==> config.mk <==
export PLATFORM = sky130hd
export DESIGN_NAME = fsram_burst_core
export DESIGN_NICKNAME = d
export VERILOG_FILES = /design/src/rtl/fsram_pkg.sv /design/src/rtl/fsram_burst_seq.sv /design/src/rtl/fsram_we_dec.sv /design/src/rtl/fsram_lane_array.sv /design/src/rtl/fsram_burst_core.sv
export SDC_FILE = /design/constraint.sdc
export NUM_CORES = 1
export LEC_CHECK = 0
export BUFFER_PORTS_ARGS = -buffer_cell sky130_fd_sc_hd__buf_2
export CORE_MARGIN = 2
export CORE_UTILIZATION = 23
export CTS_BUF_LIST = sky130_fd_sc_hd__clkbuf_16
export DETAILED_ROUTE_END_ITERATION = 10
export SKIP_LAST_GASP = 1
export SYNTH_ARGS = -nofsm -noshare
export SYNTH_HDL_FRONTEND = slang
export SYNTH_SLANG_ARGS = --single-unit
==> constraint.sdc <==
create_clock -name clk -period 4.16 [get_ports clk]
set_clock_uncertainty 0.2 [all_clocks]
set_input_delay 0.416 -clock clk [delete_from_list [all_inputs] [get_ports clk]]
set_output_delay 0.416 -clock clk [all_outputs]
set_load 0.01 [all_outputs]
==> src/rtl/fsram_pkg.sv <==
package fsram_pkg;

  typedef enum logic {
    ORD_LINEAR = 1'b0,
    ORD_XOR    = 1'b1
  } burst_ord_e;

  localparam int BEAT_W = 2;

  function automatic logic [BEAT_W-1:0] beat_low(
    input burst_ord_e           ord,
    input logic [BEAT_W-1:0]    start,
    input logic [BEAT_W-1:0]    beat
  );
    logic [BEAT_W-1:0] r;
    if (ord == ORD_XOR) r = start ^ beat;
    else                r = start + beat;
    return r;
  endfunction

endpackage

==> src/rtl/fsram_burst_seq.sv <==
module fsram_burst_seq
  import fsram_pkg::*;
#(
  parameter int ADDR_W = 6
) (
  input  logic              clk,
  input  logic              rst_n,
  input  logic              sleep,
  input  logic              load,
  input  logic              step,
  input  logic [ADDR_W-1:0] addr_in,
  input  logic              ord_in,
  output logic [ADDR_W-1:0] cur_addr
);

  localparam int UP_W = ADDR_W - BEAT_W;

  logic [UP_W-1:0]   upper_q;
  logic [BEAT_W-1:0] start_q;
  logic [BEAT_W-1:0] beat_q;
  burst_ord_e        ord_q;

  always_ff @(posedge clk) begin
    if (!rst_n) begin
      upper_q <= '0;
      start_q <= '0;
      beat_q  <= '0;
      ord_q   <= ORD_LINEAR;
    end else if (!sleep) begin
      if (load) begin
        upper_q <= addr_in[ADDR_W-1:BEAT_W];
        start_q <= addr_in[BEAT_W-1:0];
        beat_q  <= '0;
        ord_q   <= burst_ord_e'(ord_in);
      end else if (step) begin
        beat_q  <= beat_q + 2'd1;
      end
    end
  end

  assign cur_addr = {upper_q, beat_low(ord_q, start_q, beat_q)};


  restart_load_chk: assert property (@(posedge clk) disable iff (!rst_n)
    (load && !sleep) |=> (cur_addr == $past(addr_in)));


  upper_hold_chk: assert property (@(posedge clk) disable iff (!rst_n)
    !load |=> $stable(cur_addr[ADDR_W-1:BEAT_W]));


  beat_wrap_chk: assert property (@(posedge clk) disable iff (!rst_n)
    (step && !load && !sleep && beat_q == 2'd3) |=> (beat_q == 2'd0));


  sleep_freeze_chk: assert property (@(posedge clk) disable iff (!rst_n)
    sleep |=> $stable(cur_addr));

endmodule

==> src/rtl/fsram_we_dec.sv <==
module fsram_we_dec #(
  parameter int LANES = 2
) (
  input  logic             sleep,
  input  logic             gwe_n,
  input  logic             bwe_n,
  input  logic [LANES-1:0] lane_we_n,
  output logic [LANES-1:0] lane_we
);

  always_comb begin
    if (sleep)       lane_we = '0;
    else if (!gwe_n) lane_we = '1;
    else if (!bwe_n) lane_we = ~lane_we_n;
    else             lane_we = '0;
  end

endmodule

==> src/rtl/fsram_lane_array.sv <==
module fsram_lane_array #(
  parameter int ADDR_W = 6,
  parameter int LANE_W = 8
) (
  input  logic              clk,
  input  logic              we,
  input  logic [ADDR_W-1:0] addr,
  input  logic [LANE_W-1:0] wdata,
  output logic [LANE_W-1:0] rdata
);

  localparam int DEPTH = 1 << ADDR_W;

  logic [LANE_W-1:0] mem [DEPTH];

  always_ff @(posedge clk) begin
    if (we) mem[addr] <= wdata;
  end

  assign rdata = mem[addr];

endmodule

==> src/rtl/fsram_burst_core.sv <==
module fsram_burst_core
  import fsram_pkg::*;
#(
  parameter int ADDR_W = 6,
  parameter int LANE_W = 8,
  parameter int LANES  = 2
) (
  input  logic                    clk,
  input  logic                    rst_n,
  input  logic                    burst_start,
  input  logic                    burst_adv,
  input  logic [ADDR_W-1:0]       addr,
  input  logic                    order_sel,
  input  logic                    gwe_n,
  input  logic                    bwe_n,
  input  logic [LANES-1:0]        lane_we_n,
  input  logic                    oe_n,
  input  logic                    sleep,
  input  logic [LANES*LANE_W-1:0] wdata,
  output logic [LANES*LANE_W-1:0] q,
  output logic                    q_drv
);

  localparam int DATA_W = LANES * LANE_W;

  logic [ADDR_W-1:0] cur_addr;
  logic [LANES-1:0]  lane_we;
  logic [DATA_W-1:0] rd_word;

  fsram_burst_seq #(.ADDR_W(ADDR_W)) u_seq (
    .clk      (clk),
    .rst_n    (rst_n),
    .sleep    (sleep),
    .load     (burst_start),
    .step     (burst_adv),
    .addr_in  (addr),
    .ord_in   (order_sel),
    .cur_addr (cur_addr)
  );

  fsram_we_dec #(.LANES(LANES)) u_dec (
    .sleep     (sleep),
    .gwe_n     (gwe_n),
    .bwe_n     (bwe_n),
    .lane_we_n (lane_we_n),
    .lane_we   (lane_we)
  );

  for (genvar l = 0; l < LANES; l++) begin : g_lane
    fsram_lane_array #(.ADDR_W(ADDR_W), .LANE_W(LANE_W)) u_arr (
      .clk   (clk),
      .we    (lane_we[l]),
      .addr  (cur_addr),
      .wdata (wdata[l*LANE_W +: LANE_W]),
      .rdata (rd_word[l*LANE_W +: LANE_W])
    );
  end

  assign q_drv = !sleep && !oe_n && (lane_we == '0);
  assign q     = q_drv ? rd_word : '0;


  gwe_all_chk: assert property (@(posedge clk) disable iff (!rst_n)
    (!sleep && !gwe_n) |-> (&lane_we));


  lane_sel_chk: assert property (@(posedge clk) disable iff (!rst_n)
    (!sleep && gwe_n && !bwe_n) |-> (lane_we == ~lane_we_n));


  read_class_chk: assert property (@(posedge clk) disable iff (!rst_n)
    (gwe_n && (bwe_n || (&lane_we_n))) |-> (lane_we == '0));


  no_drive_on_write_chk: assert property (@(posedge clk) disable iff (!rst_n)
    (|lane_we) |-> !q_drv);


  sleep_quiet_chk: assert property (@(posedge clk) disable iff (!rst_n)
    sleep |-> (!q_drv && lane_we == '0));

endmodule

==> impl_metrics.yaml <==
global_routing:
  antenna_found_initial: 13
  grt_pass1_vias: 23300
  grt_use_total: 0.127
  grt_max_degree: 65
  grt_pass1_wl_um: 167000
  grt_overflow: 0
cts:
  clockBufferDepth: 3
  clock-root-buffer: "clkbuf_16"
  path_clk_slew_ps: 60
  htree_levels: 3
  cts_tree: "yes"
  clock_sinks: 1033
  clk_latency_ps: 680
  numCtsBuffers: 102
place:
  port_buffers: 49
  dp_cells: 4839
  gp_congestion: 0.854
  preCtsSetupSlack_ps: 5.00
  dp_hpwl_um: 74200
  place_area_mm2: 0.0449
floorplanning:
  initial_utilization: 0.232
  die_h_um: 423
  core_area_mm2: 0.174
  ios: 50
  die_x_um: 423
  std_cell_rows: 153
  die_area_mm2: 0.179
critical_path:
  cp-start-kind: "register"
  ff2ff_path_depth: 11
  worstPathMaxFanout: 17
  worstPathRequired_ps: 3540
  crit_type: "register to output port"
  crit_start: "u_seq.beat_q[0]$_SDFFE_PN0P_"
  r2r-end: "g_lane[1].u_arr.mem[45][4]$_DFFE_PP_"
  rrSetupSlack_ps: 580
  end_kind: "output port"
  cp.arrival_ps: 3560
  r2r_start: "u_seq.beat_q[0]$_SDFFE_PN0P_"
drt:
  drt-initial-drc-count: 2616
  wl_per_cell_um: 22.9
  drt_wl_total_um: 116000
  drc: 0
  drtAntennaViolNets: 0
  dr_total_vias: 23400
  first_pass_iters: 6
  viasPerCell: 4.60
logic_synthesis:
  avgSynthCellArea_um2: 17.2
  async_flop_share: 0
  syn_area_mm2: 0.0403
  syn_nets: 2384
  ys_seq_area_frac: 0.767
  synth_edf_count: 1024
  yosys.cell_types.count: 51
  synth_seq_cells: 1033
  netlist_instances: 2350
  yosys_warnings: 0
  synth_ff_type: "edfxtp_1"
final_layout:
  nets: 2712
  final_cell_mix: "edfxtp_1 (1024), buf_4 (235), nor2_1 (200)"
  fin_area_mm2: 0.0501
  mostFrequentLayoutCell: "edfxtp_1"
  multi_input_area_mm2: 0.00915
  final-seq-area_mm2: 0.0309
  post-route-util: 0.288
  drive_above_1_share: 0.251
  fill_cells: 17100
  syn_to_final_growth_pct: 24.3
  layout.cells.non_filler: 5092
sta:
  grt_setup_unrepaired: "yes"
  hold_viol: 0
  worstMarginPinSlew_ps: 1200
  fin_crit_ps: 4170
  setup_ws_ps: -13.0
  holdWs_ps: 25.3
  setup_violations: 3
  drv_slew: 0
  fin_crit_sh: 1.00
  timing.slew.headroom: 0.199
  fmax_mhz: 240
  setup_tns_ps: -23.5
power:
  p_per_area_mw_per_mm2: 461
  p_total_mw: 23.1
  cellLeakagePower_nw: 15.8
  vdd_drop_max_uv: 351
flow_run:
  cap_violations: 0
worst_hold_path:
  hp-class: "input pin to register"
  min_delay_path_depth: 1
  hold_path_end: "g_lane[1].u_arr.mem[6][6]$_DFFE_PP_"
  hold_start: "wdata[14]"
run_status:
  violations: "setup timing"
  status: "finished, violations left"
-- flip-flops by register name (all words and copies together), names as in the netlist --
| name | flops |
|---|---|
| u_seq.start_q | 2 |
| g_lane.u_arr.mem | 1024 |
| u_seq.ord_q | 1 |
| u_seq.upper_q | 4 |
| u_seq.beat_q | 2 |
-- synthesized netlist by cell type (3+ instances only) --
| master | n | area, um^2 |
|---|---|---|
| a2111oi_0 | 3 | 26.3 |
| a211oi_1 | 58 | 435 |
| a21oi_1 | 52 | 260 |
| a221oi_1 | 15 | 131 |
| a22oi_1 | 10 | 75.1 |
| a311o_1 | 8 | 80.1 |
| a31oi_1 | 12 | 75.1 |
| and2_1 | 4 | 25.0 |
| and3_1 | 21 | 131 |
| and4_1 | 8 | 70.1 |
| buf_1 | 11 | 41.3 |
| buf_2 | 58 | 290 |
| buf_4 | 22 | 165 |
| buf_6 | 3 | 33.8 |
| clkbuf_1 | 40 | 150 |
| dfxtp_1 | 9 | 180 |
| edfxtp_1 | 1024 | 30700 |
| mux2i_1 | 98 | 981 |
| mux4_2 | 121 | 2730 |
| nand2_1 | 205 | 769 |
| nand2b_1 | 6 | 37.5 |
| nand3_1 | 103 | 515 |
| nand4_1 | 25 | 156 |
| nor2_1 | 204 | 766 |
| nor2b_1 | 57 | 357 |
| nor3_1 | 21 | 105 |
| nor4_1 | 11 | 68.8 |
| o2111ai_1 | 5 | 43.8 |
| o211ai_1 | 6 | 45.0 |
| o21ai_0 | 55 | 275 |
| o221ai_1 | 3 | 26.3 |
| o22a_1 | 4 | 35.0 |
| o22ai_1 | 45 | 282 |
| or3_1 | 3 | 18.8 |
-- kinds of logic (layout without fill, tap and decap cells) --
family	after synthesis	in the layout	synth area share
adder cells (fa/ha/maj)	1	1	0.000310
AND/OR/NAND/NOR	675	675	0.0763
AO/OA/AOI/OAI	284	284	0.0461
buffers and inverters	135	551	0.0170
flip-flops	1033	1033	0.767
multiplexers	219	219	0.0919
other	0	1	0
XOR/XNOR	3	3	0.00121
-- critical path, stage by stage (launching register included) --
cell,delay [ps]
dfxtp_4,380
ha_4,120
nor2b_4,260
xnor2_4,160
buf_12,190
buf_16,190
buf_16,180
mux4_2,280
o22ai_1,100
or3_1,380
nor4_2,300
buf_4,200
buf_6,110
-- worst max path at each step --
stage                                                 endpoint  slack (ps)
after floorplan           g_lane[0].u_arr.mem[46][0]$_DFFE_PP_        1050
after global placement                                    q[0]         -30
after detailed placement                                  q[0]           5
after CTS                                                q[10]         -60
after global routing                                     q[14]        -110
final                                                    q[14]         -10
-- area by class of cell --
class / count / area share
clock buffer: 107 / 0.0534
timing repair buffer: 358 / 0.0692
multi-input combinational: 1182 / 0.182
tap: 2325 / 0.0580
antenna: 1 / 0.0000499
sequential: 1033 / 0.617
inverter: 1 / 0.000125
clock inverter: 85 / 0.0194
-- power breakdown --
group | leakage [nW] | internal [mW] | total [mW] | switching [mW]
Combinational | 4.71 | 0.648 | 1.65 | 1.00
Clock | 1.86 | 6.01 | 9.95 | 3.94
Sequential | 9.28 | 11.5 | 11.5 | 0.0166
-- metal layers --
layer	global-route usage	routed length [um]
met1	0.170	48000
met2	0.203	54800
met3	0.0248	9670
met4	0.0451	3960
met5	0	27
-- repair_timing --
item / in CTS / in global routing
resized for setup: 103 / 55
pin swaps: 21 / 21
cloned: 14 / 2
buffers inserted: 20 / 7
hold endpoints to repair: 9 / 0
hold buffers: 18 / 0
setup endpoints to repair: 16 / 16
No activity file was read; power rests on OpenSTA's default activity.
